**src/rtl/sfu_pkg.sv**
```systemverilog
// Shared types for the status flag update unit.
// Assumes the 2-bit select encodings that the sequencer drives.
package sfu_pkg;
    typedef enum logic [1:0] {
        NZ_KEEP      = 2'd0,
        NZ_FROM_ALU  = 2'd1,
        NZ_FROM_PULL = 2'd2,
        NZ_BIT_TEST  = 2'd3
    } nz_sel_e;

    typedef enum logic [1:0] {
        V_KEEP      = 2'd0,
        V_FROM_ALU  = 2'd1,
        V_FROM_PULL = 2'd2,
        V_RSVD      = 2'd3
    } v_sel_e;
endpackage

```
**src/rtl/sfu_flag_cell.sv**
```systemverilog
// One status bit register. Reloads through a feedback multiplexer
// (next = load ? din : q) instead of a flop clock enable.
// Assumes a synchronous active-low reset that clears the bit.
module sfu_flag_cell (
    input  logic clk,
    input  logic rst_n,
    input  logic load,
    input  logic din,
    output logic q
);
    // Purpose: hold or reload the bit, clear it on reset.
    always_ff @(posedge clk) begin
        if (!rst_n) q <= 1'b0;
        else        q <= load ? din : q;
    end
endmodule

```
**src/rtl/sfu_zero_detect.sv**
```systemverilog
// Flags an all-zero vector of parameter width using an OR chain.
// Assumes W >= 1.
module sfu_zero_detect #(
    parameter int W = 8
) (
    input  logic [W-1:0] vec,
    output logic         is_zero
);
    logic [W:0] any_set;

    assign any_set[0] = 1'b0;

    genvar g;
    generate
        for (g = 0; g < W; g++) begin : g_or
            assign any_set[g+1] = any_set[g] | vec[g];
        end
    endgenerate

    assign is_zero = ~any_set[W];
endmodule

```
**src/rtl/sfu_nz_path.sv**
```systemverilog
// Zero and negative flag path. On a fetch cycle it loads from the ALU
// result, from the pulled status byte, or from the bit test
// (Z = (acc & mopnd) == 0 with N held). Otherwise both bits hold.
// Assumes acc and mopnd are still valid during the fetch cycle.
module sfu_nz_path #(
    parameter int DW    = 8,
    parameter int Z_BIT = 1,
    parameter int N_BIT = 7
) (
    input  logic               clk,
    input  logic               rst_n,
    input  logic               fetch_cyc,
    input  sfu_pkg::nz_sel_e   nz_sel,
    input  logic [DW-1:0]      alu_res,
    input  logic [DW-1:0]      pull_byte,
    input  logic [DW-1:0]      acc,
    input  logic [DW-1:0]      mopnd,
    output logic               flag_z,
    output logic               flag_n
);
    import sfu_pkg::*;

    localparam logic [DW-1:0] ONE_HOT = {{(DW-1){1'b0}}, 1'b1};
    localparam logic [DW-1:0] USED    = (ONE_HOT << Z_BIT) | (ONE_HOT << N_BIT);

    logic          alu_zero;
    logic          test_zero;
    logic [DW-1:0] masked;
    logic          z_ld, z_din, n_ld, n_din;
    logic          unused_nz_pull;

    assign masked         = acc & mopnd;
    assign unused_nz_pull = ^(pull_byte & ~USED);

    sfu_zero_detect #(.W(DW)) u_alu_zd  (.vec(alu_res), .is_zero(alu_zero));
    sfu_zero_detect #(.W(DW)) u_test_zd (.vec(masked),  .is_zero(test_zero));

    // Purpose: pick the load strobes and new values for Z and N.
    always_comb begin
        z_ld  = 1'b0;
        z_din = flag_z;
        n_ld  = 1'b0;
        n_din = flag_n;
        if (fetch_cyc) begin
            case (nz_sel)
                NZ_FROM_ALU: begin
                    z_ld = 1'b1; z_din = alu_zero;
                    n_ld = 1'b1; n_din = alu_res[DW-1];
                end
                NZ_FROM_PULL: begin
                    z_ld = 1'b1; z_din = pull_byte[Z_BIT];
                    n_ld = 1'b1; n_din = pull_byte[N_BIT];
                end
                NZ_BIT_TEST: begin
                    z_ld = 1'b1; z_din = test_zero;
                end
                default: begin
                    z_ld = 1'b0;
                    n_ld = 1'b0;
                end
            endcase
        end
    end

    sfu_flag_cell u_z (.clk(clk), .rst_n(rst_n), .load(z_ld), .din(z_din), .q(flag_z));
    sfu_flag_cell u_n (.clk(clk), .rst_n(rst_n), .load(n_ld), .din(n_din), .q(flag_n));

    AST_NZ_FROM_ALU: assert property (@(posedge clk) disable iff (!rst_n)
        fetch_cyc && nz_sel == NZ_FROM_ALU |=> flag_z == ($past(alu_res) == '0) && flag_n == $past(alu_res[DW-1]));
    AST_NZ_FROM_PULL: assert property (@(posedge clk) disable iff (!rst_n)
        fetch_cyc && nz_sel == NZ_FROM_PULL |=> flag_z == $past(pull_byte[Z_BIT]) && flag_n == $past(pull_byte[N_BIT]));
    AST_BIT_TEST_Z: assert property (@(posedge clk) disable iff (!rst_n)
        fetch_cyc && nz_sel == NZ_BIT_TEST |=> flag_z == ($past(acc & mopnd) == '0) && $stable(flag_n));
    AST_NZ_KEEP: assert property (@(posedge clk) disable iff (!rst_n)
        fetch_cyc && nz_sel == NZ_KEEP |=> $stable(flag_z) && $stable(flag_n));
endmodule

```
**src/rtl/sfu_cv_path.sv**
```systemverilog
// Carry and overflow flag path. Carry loads only from the ALU carry out;
// overflow loads from the ALU overflow or from the pulled status byte.
// Assumes clear/set/pull of carry arrive through the ALU carry out.
module sfu_cv_path #(
    parameter int DW    = 8,
    parameter int V_BIT = 6
) (
    input  logic               clk,
    input  logic               rst_n,
    input  logic               fetch_cyc,
    input  logic               c_load,
    input  sfu_pkg::v_sel_e    v_sel,
    input  logic               alu_cout,
    input  logic               alu_ovf,
    input  logic [DW-1:0]      pull_byte,
    output logic               flag_c,
    output logic               flag_v
);
    import sfu_pkg::*;

    localparam logic [DW-1:0] ONE_HOT = {{(DW-1){1'b0}}, 1'b1};
    localparam logic [DW-1:0] USED    = ONE_HOT << V_BIT;

    logic c_ld, v_ld, v_din;
    logic unused_cv_pull;

    assign unused_cv_pull = ^(pull_byte & ~USED);

    // Purpose: carry loads on a fetch cycle when requested.
    always_comb c_ld = fetch_cyc & c_load;

    // Purpose: choose the overflow source for a fetch cycle.
    always_comb begin
        v_ld  = 1'b0;
        v_din = flag_v;
        if (fetch_cyc) begin
            case (v_sel)
                V_FROM_ALU:  begin v_ld = 1'b1; v_din = alu_ovf; end
                V_FROM_PULL: begin v_ld = 1'b1; v_din = pull_byte[V_BIT]; end
                default:     v_ld = 1'b0;
            endcase
        end
    end

    sfu_flag_cell u_c (.clk(clk), .rst_n(rst_n), .load(c_ld), .din(alu_cout), .q(flag_c));
    sfu_flag_cell u_v (.clk(clk), .rst_n(rst_n), .load(v_ld), .din(v_din),    .q(flag_v));

    AST_C_FROM_ALU: assert property (@(posedge clk) disable iff (!rst_n)
        fetch_cyc && c_load |=> flag_c == $past(alu_cout));
    AST_C_KEEP: assert property (@(posedge clk) disable iff (!rst_n)
        fetch_cyc && !c_load |=> $stable(flag_c));
    AST_V_FROM_ALU: assert property (@(posedge clk) disable iff (!rst_n)
        fetch_cyc && v_sel == V_FROM_ALU |=> flag_v == $past(alu_ovf));
    AST_V_FROM_PULL: assert property (@(posedge clk) disable iff (!rst_n)
        fetch_cyc && v_sel == V_FROM_PULL |=> flag_v == $past(pull_byte[V_BIT]));
    AST_V_KEEP: assert property (@(posedge clk) disable iff (!rst_n)
        fetch_cyc && (v_sel == V_KEEP || v_sel == V_RSVD) |=> $stable(flag_v));
endmodule

```
**src/rtl/sfu_mguard.sv**
```systemverilog
// Operand guard. After the operand read of a bit test instruction it blocks
// operand register loads through the write cycle and the next fetch,
// so that A AND M can still be formed on that fetch.
// Assumes bit_tst_rd is high for one cycle per such instruction.
module sfu_mguard (
    input  logic clk,
    input  logic rst_n,
    input  logic fetch_cyc,
    input  logic bit_tst_rd,
    input  logic m_load_req,
    output logic m_load_en
);
    logic guard;

    // Purpose: set on the operand read, release after the fetch cycle.
    always_ff @(posedge clk) begin
        if (!rst_n) guard <= 1'b0;
        else        guard <= bit_tst_rd | (guard & ~fetch_cyc);
    end

    // Purpose: pass the sequencer load request unless guarded.
    always_comb m_load_en = m_load_req & ~guard;

    AST_GUARD_SET: assert property (@(posedge clk) disable iff (!rst_n)
        bit_tst_rd |=> !m_load_en);
    AST_GUARD_HOLD: assert property (@(posedge clk) disable iff (!rst_n)
        !m_load_en && m_load_req && !fetch_cyc |=> !m_load_en);
    AST_GUARD_FREE: assert property (@(posedge clk) disable iff (!rst_n)
        fetch_cyc && !bit_tst_rd |=> m_load_en == m_load_req);
endmodule

```
**src/rtl/status_flag_unit.sv**
```systemverilog
// Status flag update unit: carry, zero, negative and overflow bits,
// committed only on opcode fetch cycles, plus the load enable of the
// memory operand register used by bit test instructions.
// Assumes the sequencer holds its flag controls valid during the fetch.
module status_flag_unit #(
    parameter int DW    = 8,
    parameter int Z_BIT = 1,
    parameter int V_BIT = 6,
    parameter int N_BIT = 7
) (
    input  logic          clk,
    input  logic          rst_n,
    input  logic          fetch_cyc,
    input  logic          c_load,
    input  logic [1:0]    nz_sel,
    input  logic [1:0]    v_sel,
    input  logic [DW-1:0] alu_res,
    input  logic          alu_cout,
    input  logic          alu_ovf,
    input  logic [DW-1:0] pull_byte,
    input  logic [DW-1:0] acc,
    input  logic [DW-1:0] mopnd,
    input  logic          m_load_req,
    input  logic          bit_tst_rd,
    output logic          m_load_en,
    output logic          flag_c,
    output logic          flag_z,
    output logic          flag_n,
    output logic          flag_v
);
    import sfu_pkg::*;

    nz_sel_e nz_sel_t;
    v_sel_e  v_sel_t;

    assign nz_sel_t = nz_sel_e'(nz_sel);
    assign v_sel_t  = v_sel_e'(v_sel);

    sfu_nz_path #(.DW(DW), .Z_BIT(Z_BIT), .N_BIT(N_BIT)) u_nz (
        .clk(clk), .rst_n(rst_n), .fetch_cyc(fetch_cyc), .nz_sel(nz_sel_t),
        .alu_res(alu_res), .pull_byte(pull_byte), .acc(acc), .mopnd(mopnd),
        .flag_z(flag_z), .flag_n(flag_n)
    );

    sfu_cv_path #(.DW(DW), .V_BIT(V_BIT)) u_cv (
        .clk(clk), .rst_n(rst_n), .fetch_cyc(fetch_cyc), .c_load(c_load),
        .v_sel(v_sel_t), .alu_cout(alu_cout), .alu_ovf(alu_ovf),
        .pull_byte(pull_byte), .flag_c(flag_c), .flag_v(flag_v)
    );

    sfu_mguard u_guard (
        .clk(clk), .rst_n(rst_n), .fetch_cyc(fetch_cyc), .bit_tst_rd(bit_tst_rd),
        .m_load_req(m_load_req), .m_load_en(m_load_en)
    );

    AST_RESET_CLEAR: assert property (@(posedge clk)
        !rst_n |=> !flag_c && !flag_z && !flag_n && !flag_v);
    AST_RESET_GUARD: assert property (@(posedge clk)
        !rst_n |=> m_load_en == m_load_req);
    AST_HOLD_OFF_FETCH: assert property (@(posedge clk) disable iff (!rst_n)
        !fetch_cyc |=> $stable({flag_c, flag_z, flag_n, flag_v}));
endmodule

```
**config.mk**
```make
export PLATFORM = sky130hd
export DESIGN_NAME = status_flag_unit
export DESIGN_NICKNAME = d
export VERILOG_FILES = /design/src/rtl/sfu_pkg.sv /design/src/rtl/sfu_flag_cell.sv /design/src/rtl/sfu_zero_detect.sv /design/src/rtl/sfu_nz_path.sv /design/src/rtl/sfu_cv_path.sv /design/src/rtl/sfu_mguard.sv /design/src/rtl/status_flag_unit.sv
export SDC_FILE = /design/constraint.sdc
export NUM_CORES = 1
export LEC_CHECK = 0
export BUFFER_PORTS_ARGS = -buffer_cell sky130_fd_sc_hd__buf_2
export CELL_PAD_IN_SITES_DETAIL_PLACEMENT = 1
export CELL_PAD_IN_SITES_GLOBAL_PLACEMENT = 2
export CORE_MARGIN = 2
export CORE_UTILIZATION = 12
export CTS_CLUSTER_DIAMETER = 50
export DETAILED_ROUTE_END_ITERATION = 6
export PLACE_DENSITY = 0.81
export SETUP_SLACK_MARGIN = 0.15
export SYNTH_ARGS = -nofsm -noshare
export SYNTH_HDL_FRONTEND = slang
export SYNTH_SLANG_ARGS = --single-unit
```
**constraint.sdc**
```tcl
create_clock -name clk -period 1.3 [get_ports clk]
set_input_delay 0.26 -clock clk [delete_from_list [all_inputs] [get_ports clk]]
set_output_delay 0.26 -clock clk [all_outputs]
set_load 0.1 [all_outputs]
```
==> results of run 1 <==
power by group through the flow:
stage	Combinational (uW)	Clock (uW)	Sequential [uW]
after floorplan	64.0	0	239
after global placement	247	0	180
after detailed placement	254	0	180
after CTS	256	205	178
after global routing	274	223	179
final	254	189	178
state kept, by name (all words and copies together) (netlist names):
name / cells
u_cv.u_v.q: 1
u_guard.guard: 1
u_nz.u_n.q: 1
u_cv.u_c.q: 1
u_nz.u_z.q: 1
final cells by class:
type | instances | share of cell area
multi-input combinational | 31 | 0.322
sequential | 5 | 0.143
timing repair buffer | 46 | 0.422
tap | 31 | 0.0523
clock buffer | 4 | 0.0354
inverter | 5 | 0.0253
critical path: cells and delay by family (launching register included):
kind,cells,cell delay [ps]
flip-flops,1,330
buffers and inverters,1,180
AND/OR/NAND/NOR,1,120
per-stage QoR:
stage	TNS, ps	worst slack, ps	power [uW]
final	0	172	622
after global placement	0	27.3	427
after global routing	0	116	677
after floorplan	-63.4	-63.4	303
after CTS	0	151	640
after detailed placement	-27.3	-27.3	434
cell families (layout without fill, tap and decap cells):
kind of cell / Yosys count / count (layout) / synth area share
compound gates: 10 / 10 / 0.251
fa+ha+maj: 4 / 4 / 0.145
buf+inv: 5 / 55 / 0.0546
flops: 5 / 5 / 0.291
mux: 2 / 2 / 0.0582
simple gates: 15 / 15 / 0.200
timing repair:
action                                 CTS  global route
endpoints found under the hold margin    0             0
gates resized for setup                  2             1
buffers inserted                         0             0
setup endpoints to repair                1             2
layer usage:
| metal | global-route usage | share of wire |
|---|---|---|
| met5 | 0 | 0 |
| met4 | 0.0498 | 0 |
| met3 | 0.0317 | 0.12 |
| met2 | 0.159 | 0.53 |
| met1 | 0.0878 | 0.36 |
worst max path at each step:
stage,end,depth (start not counted)
finish,m_load_en,2
global route,m_load_en,2
CTS,m_load_en,2
detailed placement,u_nz.u_z.q$_SDFFE_PN0P_,6
global placement,u_nz.u_z.q$_SDFFE_PN0P_,6
floorplan,m_load_en,1
layout by cell type (no fill, tap or decap):
| cell type | n |
|---|---|
| nor2b_4 | 1 |
| a222oi_1 | 1 |
| a21oi_1 | 3 |
| nand2_1 | 4 |
| a22o_1 | 1 |
| clkbuf_1 | 1 |
| clkbuf_4 | 3 |
| mux2i_1 | 2 |
| nor4_2 | 1 |
| a41oi_2 | 1 |
| o21ai_0 | 1 |
| buf_4 | 3 |
| dfxtp_2 | 5 |
| a211oi_1 | 1 |
| nor4_1 | 1 |
| nand4_1 | 1 |
| nor2_1 | 5 |
| a221oi_2 | 1 |
| inv_1 | 5 |
| a311oi_1 | 1 |
| buf_12 | 5 |
| ha_1 | 4 |
| buf_2 | 38 |
| nand3_1 | 2 |
==> summary.md, run 1 <==
| Metric | Value |
|---|---|
| Run status | finished clean |
| HPWL after DPL | about 1200 um |
| Register clock-pin slew on the reported worst setup and hold paths | roughly 50 ps |
| Leakage power | 0.000376 uW |
| Max Fclk | between 0.8 and 0.9 GHz |
| Power share of the combinational group | 0.409 |
| Post-route minimum period | 1130 ps |
| Number of cells produced by synthesis | 41 |
| Hold-fix buffers, CTS | 0 |
| Hold crit path type | primary input to flip-flop |
| Switching power | around 220 uW |
| Setup violation total in the final timing report | 0 |
| Fraction of final layout cells sized beyond drive strength 1 | 0.637 |
| Multi-input combinational cell area | between 200 and 250 um2 |
| Crit path largest cell delay | 330 ps |
| Average cell area after synthesis | approximately 8.4 um2 |
| Arrival time at the worst endpoint | 870 ps |
| Relative max-transition margin | 0.788 |
| First drt pass iteration count | 4 |
| Antenna violations before repair | 0 |
| Number of synthesized register bits | 5 |
| Proportion of synthesized flip-flops having asynchronous set or reset | 0 |
| Post-route core utilization | 0.271 |
| Final Cycle Share | 0.867 |
| Number of cells traversed by the worst register-to-register path | 2 |
| Hold Crit Endpoint | u_guard.guard$_SDFF_PN0_ |
| Wirelength, routed | 1290 um |
| Number of buffer cells added on primary ports | 43 |
| Vias | 511 |
| Post-route worst hold slack | around 240 ps |
| Placer's final routability congestion estimate | just under 0.7 |
| DRC violations left | 0 |
| Number of distinct library cell variants in the gate-level netlist after synthesis | 18 |
| Number of flops mapped to enable cells by yosys | 0 |
| Number of warning messages in the yosys log | 0 |
| Worst IR Drop VDD | between 0.3 and 0.4 mV |
| Overall die width | between 50 and 60 um |
| Skew-Pair Late Insertion Delay | 240 ps |
| Total power per unit cell area | ~840 nW/um2 |
| Sequential share of power | 0.287 |
| RSZ-0062 raised after global routing | yes |
| Overall die height | about 58 um |
| Share of the synthesized area in the top cell type | 0.291 |
| Total CTS buffers | 3 |
| First-pass GRT wire length | 2220 um |
| Final Instance Area | 742 um2 |
| Biggest area consumer among synthesized cells | dfxtp_1 |
| Number of placed instances, taps included | between 100 and 150 |
| Pins Over Slew Limit | 0 |
| Clock power frac | 0.304 |
| Via/cell ratio | ~4.2 |
| Number of standard cells in the layout, taps in and fillers out | 122 |
| Pin count of the biggest net entering global routing | 6 |
| Cell-by-cell trace of the critical path | nor2b_4 -> buf_12 |
| Worst slew pin tran | around 320 ps |
| Critical path type | flip-flop to primary output |
| Fin Clk Skew | 0 ps |
| Initial Util | 0.126 |
| Minimum setup slack among reg-to-reg paths | roughly 580 ps |
| Area taken by flip-flops and latches | between 100 and 150 um2 |
| Layout fillers | 344 |
| Number of nets in the final layout | 140 |
| Initial detailed-routing violation count | 6 |
| WL/cell | between 10 and 15 um |
| Cell Rows | 19 |
| Cell internal power dissipation | approximately 400 uW |
| Sequential fraction of the synthesis area | 0.291 |
| Max Fanout on Critical Path | 2 |
| Synthesis-to-layout area growth | 116% |
| Worst Min Path Start | bit_tst_rd |
| Post-detailed-placement cell area | between 700 and 800 um2 |
| Share of total power consumed by net switching | 0.356 |
| FF-to-FF Start | u_nz.u_z.q$_SDFFE_PN0P_ |
| Number of antenna cells inserted | 0 |
| Clk sinks | 5 |
| H-tree levels | 1 |
| Die Outline Area | between 3000 and 4000 um2 |
| Max-cap violation count | 0 |
| Residual antenna-violating net count after detailed routing | 0 |
| Count of pins on the block boundary | 49 |
| Core Box Area | about 2700 um2 |
| Critical Path Slowest Stage Cell | dfxtp_2 |
| Top cells by area, synth | dfxtp_1, ha_1, mux2i_1 |
| Gr ovfl total | 0 |
| Number of buffers between clock root and the deepest sink | 2 |
| Worst setup SP type | flip-flop |
| Hold Fails Final Rpt | 0 |
| Number of cells traversed by the worst hold path | 3 |
| Root Buffer Master | clkbuf_4 |
| Worst Setup End Kind | primary output |
| WP data required | 1040 ps |
| Top_reg_cell synth | dfxtp_1 |
| Number of global-route vias before repair | between 500 and 600 |
| Netlist area before placement | between 300 and 400 um2 |
| Post-synth top cells | dfxtp_1, inv_1, nor2_1, ha_1, nand2_1 |
| Destination of the worst register-to-register timing path | u_nz.u_z.q$_SDFFE_PN0P_ |
| Critical Path Start | u_guard.guard$_SDFF_PN0_ |
| Synthesized net count | between 80 and 90 |
| TritonCTS clock tree | yes |
| Aggregate global-route resource usage | 0.0888 |
No activity file was read; power rests on OpenSTA's default activity.
==> run 2, diff against run 1 <==
CORE_UTILIZATION = 13   (was 12)
PLACE_DENSITY = 0.86   (was 0.81)
clock period = 1.35 ns   (was 1.3 ns; I/O delays follow)
==> summary.md, run 2 (synthesized netlist as in run 1, its figures left out) <==
| Metric | Value |
|---|---|
| Vias | between 400 and 500 |
| DRC violations left | 0 |
| FF-to-FF Start | u_nz.u_n.q$_SDFFE_PN0P_ |
| Worst setup SP type | flip-flop |
| Leading cell type in the layout, fill and taps excluded | buf_2 |
| Final Instance Area | ~670 um2 |
| Setup violation total in the final timing report | 0 |
| RSZ-0062 raised after global routing | no |
| H-tree levels | 1 |
| Final TNS setup | 0 ps |
| First drt pass iteration count | 4 |
| Register clock-pin slew on the reported worst setup and hold paths | 40 ps |
| Total CTS buffers | 3 |
| Critical Path Slowest Stage Cell | dfxtp_1 |
| Wirelength, routed | 1270 um |
| Highest-count cells in the layout ignoring fill and taps | buf_2, inv_1, nor2_1, buf_4 |
| Hold crit path type | primary input to flip-flop |
| Root Buffer Master | clkbuf_4 |
| WL/cell | between 10 and 15 um |
| Synthesis-to-layout area growth | 94.5% |
| Multi-input combinational cell area | around 230 um2 |
| Place WS | 7.26 ps |
| Number of buffer cells added on primary ports | 43 |
| Overall die height | around 55 um |
| Number of antenna cells inserted | 0 |
| Capture point of the critical path | m_load_en |
| Pin count of the biggest net entering global routing | 6 |
| Relative max-transition margin | 0.818 |
| First-pass GRT wire length | around 2100 um |
| Hold-fix buffers, CTS | 0 |
| Cell-by-cell trace of the critical path | nor2b_2 -> buf_12 |
| Initial detailed-routing violation count | 4 |
| Cell Rows | 18 |
| Max-cap violation count | 0 |
| Worst slew pin tran | approximately 270 ps |
| Antenna violations before repair | 0 |
| Leakage power | about 0.00035 uW |
| Residual antenna-violating net count after detailed routing | 0 |
| Layout fillers | between 300 and 400 |
| Fraction of final layout cells sized beyond drive strength 1 | 0.618 |
| Fin Clk Skew | 0 ps |
| Max Fanout on Critical Path | 2 |
| Post-detailed-placement cell area | about 630 um2 |
| Minimum setup slack among reg-to-reg paths | about 640 ps |
| Area taken by flip-flops and latches | around 110 um2 |
| Placer's final routability congestion estimate | around 0.67 |
| Run status | finished clean |
| Final Cycle Share | 0.855 |
| Critical path type | flip-flop to primary output |
| Number of cells traversed by the worst register-to-register path | 2 |
| Gr ovfl total | 0 |
| Destination of the worst register-to-register timing path | u_nz.u_n.q$_SDFFE_PN0P_ |
| Number of buffers between clock root and the deepest sink | 2 |
| Count of pins on the block boundary | 49 |
| Max Fclk | 0.866 GHz |
| Initial Util | 0.138 |
| Pins Over Slew Limit | 0 |
| Critical Path Start | u_guard.guard$_SDFF_PN0_ |
| HPWL after DPL | 1180 um |
| Worst IR Drop VDD | about 0.39 mV |
| Crit path largest cell delay | 310 ps |
| Via/cell ratio | roughly 4.1 |
| Number of global-route vias before repair | around 550 |
| Overall die width | between 50 and 60 um |
| Post-route minimum period | ~1200 ps |
| Post-CTS setup buffers | 0 |
| TritonCTS clock tree | yes |
| Post-layout worst setup margin | around 200 ps |
| Die Outline Area | 3070 um2 |
| Skew-Pair Late Insertion Delay | roughly 240 ps |
| Arrival time at the worst endpoint | approximately 880 ps |
| Worst Setup End Kind | primary output |
| WP data required | approximately 1100 ps |
| Aggregate global-route resource usage | 0.0881 |
| Hold Fails Final Rpt | 0 |
| Number of nets in the final layout | about 140 |
| Clk sinks | 5 |
| Core Box Area | between 2000 and 2500 um2 |
| Total power per unit cell area | 821 nW/um2 |
-- run 2: metrics by stage --
stage | total power [uW] | instances | utilization | hold slack, ps
final | 549 | 119 | 0.268 | 237
after global routing | 592 | 119 | 0.268 | 241
after CTS | 561 | 119 | 0.265 | 232
after detailed placement | 380 | 115 | 0.251 | 462
after global placement | 375 | 115 | 0.251 | 440
after floorplan | 292 | 41 | - | 372
-- run 2: worst max-delay path: cells and delay by family, from the launching register on --
kind	cells	cell delay [ps]
buf+inv	1	190
simple gates	1	150
flops	1	310
-- run 2: repair_timing --
action,4_1_cts,5_1_grt
endpoints found under the setup margin,4,1
gates cloned,0,0
resized for setup,4,1
-- run 2: area by class of cell --
class	instances	area share
multi-input combinational	31	0.350
timing repair buffer	44	0.370
sequential	5	0.157
inverter	5	0.0280
tap	30	0.0561
clock buffer	4	0.0393
-- run 2: layer usage --
layer  track usage  part of all wire  vias up
met4        0.0209                 0        0
met1        0.0903              0.41      220
met2         0.158              0.53       17
met3        0.0445             0.055        0
met5             0                 0        -
li1              -                 -      246
-- run 2: worst min path at each step --
stage,depth (start not counted),from,to
6_report,3,bit_tst_rd,u_guard.guard$_SDFF_PN0_
5_1_grt,3,bit_tst_rd,u_guard.guard$_SDFF_PN0_
4_1_cts,3,bit_tst_rd,u_guard.guard$_SDFF_PN0_
3_5_place_dp,2,u_cv.u_c.q$_SDFFE_PN0P_,u_cv.u_c.q$_SDFFE_PN0P_
3_3_place_gp,2,u_cv.u_c.q$_SDFFE_PN0P_,u_cv.u_c.q$_SDFFE_PN0P_
2_1_floorplan,1,fetch_cyc,u_nz.u_n.q$_SDFFE_PN0P_
-- run 2: power by group --
group	switching (uW)	leakage (uW)	internal [uW]	total (uW)
registers	5.63	0.0000428	161	166
logic	130	0.000291	85.6	216
clock network	55.8	0.0000150	111	167
==> run 3, diff against run 2 <==
BUFFER_PORTS_ARGS = -buffer_cell sky130_fd_sc_hd__buf_4   (was -buffer_cell sky130_fd_sc_hd__buf_2)
SKIP_CTS_REPAIR_TIMING = 1   (was not set)
==> summary.md, run 3 (synthesized netlist as in run 1, its figures left out) <==
| Metric | Value |
|---|---|
| Run status | finished clean |
| Hold crit path type | primary input to flip-flop |
| First-pass GRT wire length | between 2000 and 2500 um |
| Fraction of final layout cells sized beyond drive strength 1 | 0.607 |
| WP data required | 1080 ps |
| H-tree levels | 1 |
| Max-cap violation count | 0 |
| Overall die height | approximately 55 um |
| Number of cells traversed by the worst register-to-register path | 2 |
| Critical Path Slowest Stage Cell | dfxtp_1 |
| Register clock-pin slew on the reported worst setup and hold paths | about 40 ps |
| Destination of the worst register-to-register timing path | u_nz.u_z.q$_SDFFE_PN0P_ |
| Number of buffer cells added on primary ports | between 40 and 50 |
| Crit path largest cell delay | between 300 and 400 ps |
| Setup violation total in the final timing report | 0 |
| First drt pass iteration count | 4 |
| Total CTS buffers | 3 |
| Pins Over Slew Limit | 0 |
| Skew-Pair Late Insertion Delay | ~250 ps |
| Minimum setup slack among reg-to-reg paths | between 500 and 600 ps |
| Power share of the combinational group | 0.413 |
| Worst Min Path Start | bit_tst_rd |
| Post-route worst hold slack | 233 ps |
| Worst IR Drop VDD | 0.466 mV |
| Pin count of the biggest net entering global routing | 6 |
| Worst Setup End Kind | primary output |
| Clk sinks | 5 |
| FF-to-FF Start | u_nz.u_z.q$_SDFFE_PN0P_ |
| Initial Util | 0.138 |
| Post-route core utilization | 0.303 |
| Critical path type | flip-flop to primary output |
| Arrival time at the worst endpoint | 890 ps |
| Cell-by-cell trace of the critical path | nor2b_2 -> buf_12 |
| Max Fanout on Critical Path | 2 |
| Leading cell type in the layout, fill and taps excluded | buf_4 |
| Leakage power | 0.000381 uW |
| Post-route minimum period | about 1200 ps |
| Number of antenna cells inserted | 0 |
| HPWL after DPL | around 1200 um |
| Gr ovfl total | 0 |
| Post-layout worst setup margin | 189 ps |
| Worst slew pin tran | about 280 ps |
| Core Box Area | approximately 2500 um2 |
| Place WS | between 20 and 25 ps |
| Sequential share of power | 0.280 |
| Final TNS setup | 0 ps |
| Switching power | approximately 200 uW |
| Number of cells traversed by the worst hold path | 3 |
| Highest-count cells in the layout ignoring fill and taps | buf_4, inv_1, nor2_1 |
| Overall die width | 55.4 um |
| Antenna violations before repair | 0 |
| Count of pins on the block boundary | approximately 50 |
| DRC violations left | 0 |
| Residual antenna-violating net count after detailed routing | 0 |
| Multi-input combinational cell area | 228 um2 |
| Worst setup SP type | flip-flop |
| Cell Rows | 18 |
| Aggregate global-route resource usage | 0.0949 |
| TritonCTS clock tree | yes |
| Initial detailed-routing violation count | 6 |
| Fin Clk Skew | 0 ps |
| Number of buffers between clock root and the deepest sink | 2 |
| Number of nets in the final layout | approximately 140 |
| Area taken by flip-flops and latches | 105 um2 |
| Placer's final routability congestion estimate | approximately 0.65 |
| Hold Fails Final Rpt | 0 |
| WL/cell | roughly 11 um |
| Cell internal power dissipation | a little under 400 uW |
| RSZ-0062 raised after global routing | no |
| Hold Crit Endpoint | u_guard.guard$_SDFF_PN0_ |
| Max Fclk | around 0.86 GHz |
| Root Buffer Master | clkbuf_4 |
| Via/cell ratio | between 4 and 5 |
| Synthesis-to-layout area growth | 120% |
| Relative max-transition margin | 0.811 |
| Final Cycle Share | 0.860 |
| Number of global-route vias before repair | 512 |
| Clock power frac | 0.307 |
| Wirelength, routed | approximately 1300 um |
| Vias | about 490 |
| Die Outline Area | around 3000 um2 |
| Share of total power consumed by net switching | 0.345 |
| Layout fillers | 310 |
| Total power per unit cell area | between 700 and 800 nW/um2 |
[run 3: cell counts in the layout (fill, tap and decap cells not counted)]
No cell type changed its count.
[run 3: power groups by stage]
stage,registers (uW),clock network [uW],logic [uW]
after floorplan,231,0,61.6
after global placement,168,0,237
after detailed placement,169,0,241
after CTS,166,190,242
after global routing,168,205,262
final,166,182,245
[run 3: layer usage]
layer / track usage / part of all wire
met2: 0.167 / 0.55
met3: 0.0609 / 0.075
met4: 0.0279 / 0.0045
met5: 0 / 0
met1: 0.0904 / 0.37
[run 3: metrics by stage]
stage / power, uW / instance area, um2 / std cells
final: 592 / 758 / 119
after detailed placement: 410 / 719 / 115
after floorplan: 292 / 352 / 41
after global placement: 405 / 719 / 115
after global routing: 634 / 758 / 119
after CTS: 598 / 746 / 119
[run 3: worst max-delay path by stage]
stage                                  start                      end  slack, ps
global placement                   nz_sel[0]  u_nz.u_z.q$_SDFFE_PN0P_         70
floorplan           u_guard.guard$_SDFF_PN0_                m_load_en        -20
finish              u_guard.guard$_SDFF_PN0_                m_load_en        190
detailed placement                 nz_sel[0]  u_nz.u_z.q$_SDFFE_PN0P_         20
global route        u_guard.guard$_SDFF_PN0_                m_load_en        150
CTS                 u_guard.guard$_SDFF_PN0_                m_load_en        130
[run 3: cell type report]
cell class              count  area share
repair buffers             44       0.452
clock buffers               4      0.0347
inverters                   5      0.0248
flip-flops and latches      5       0.139
multi-input cells          31       0.300
well taps                  30      0.0495
[run 3: worst max-delay path, delay by kind of cell, from the launching register on]
kind,cells,cell delay (ps)
buffers and inverters,1,190
and+or+nand+nor,1,150
DFF,1,310
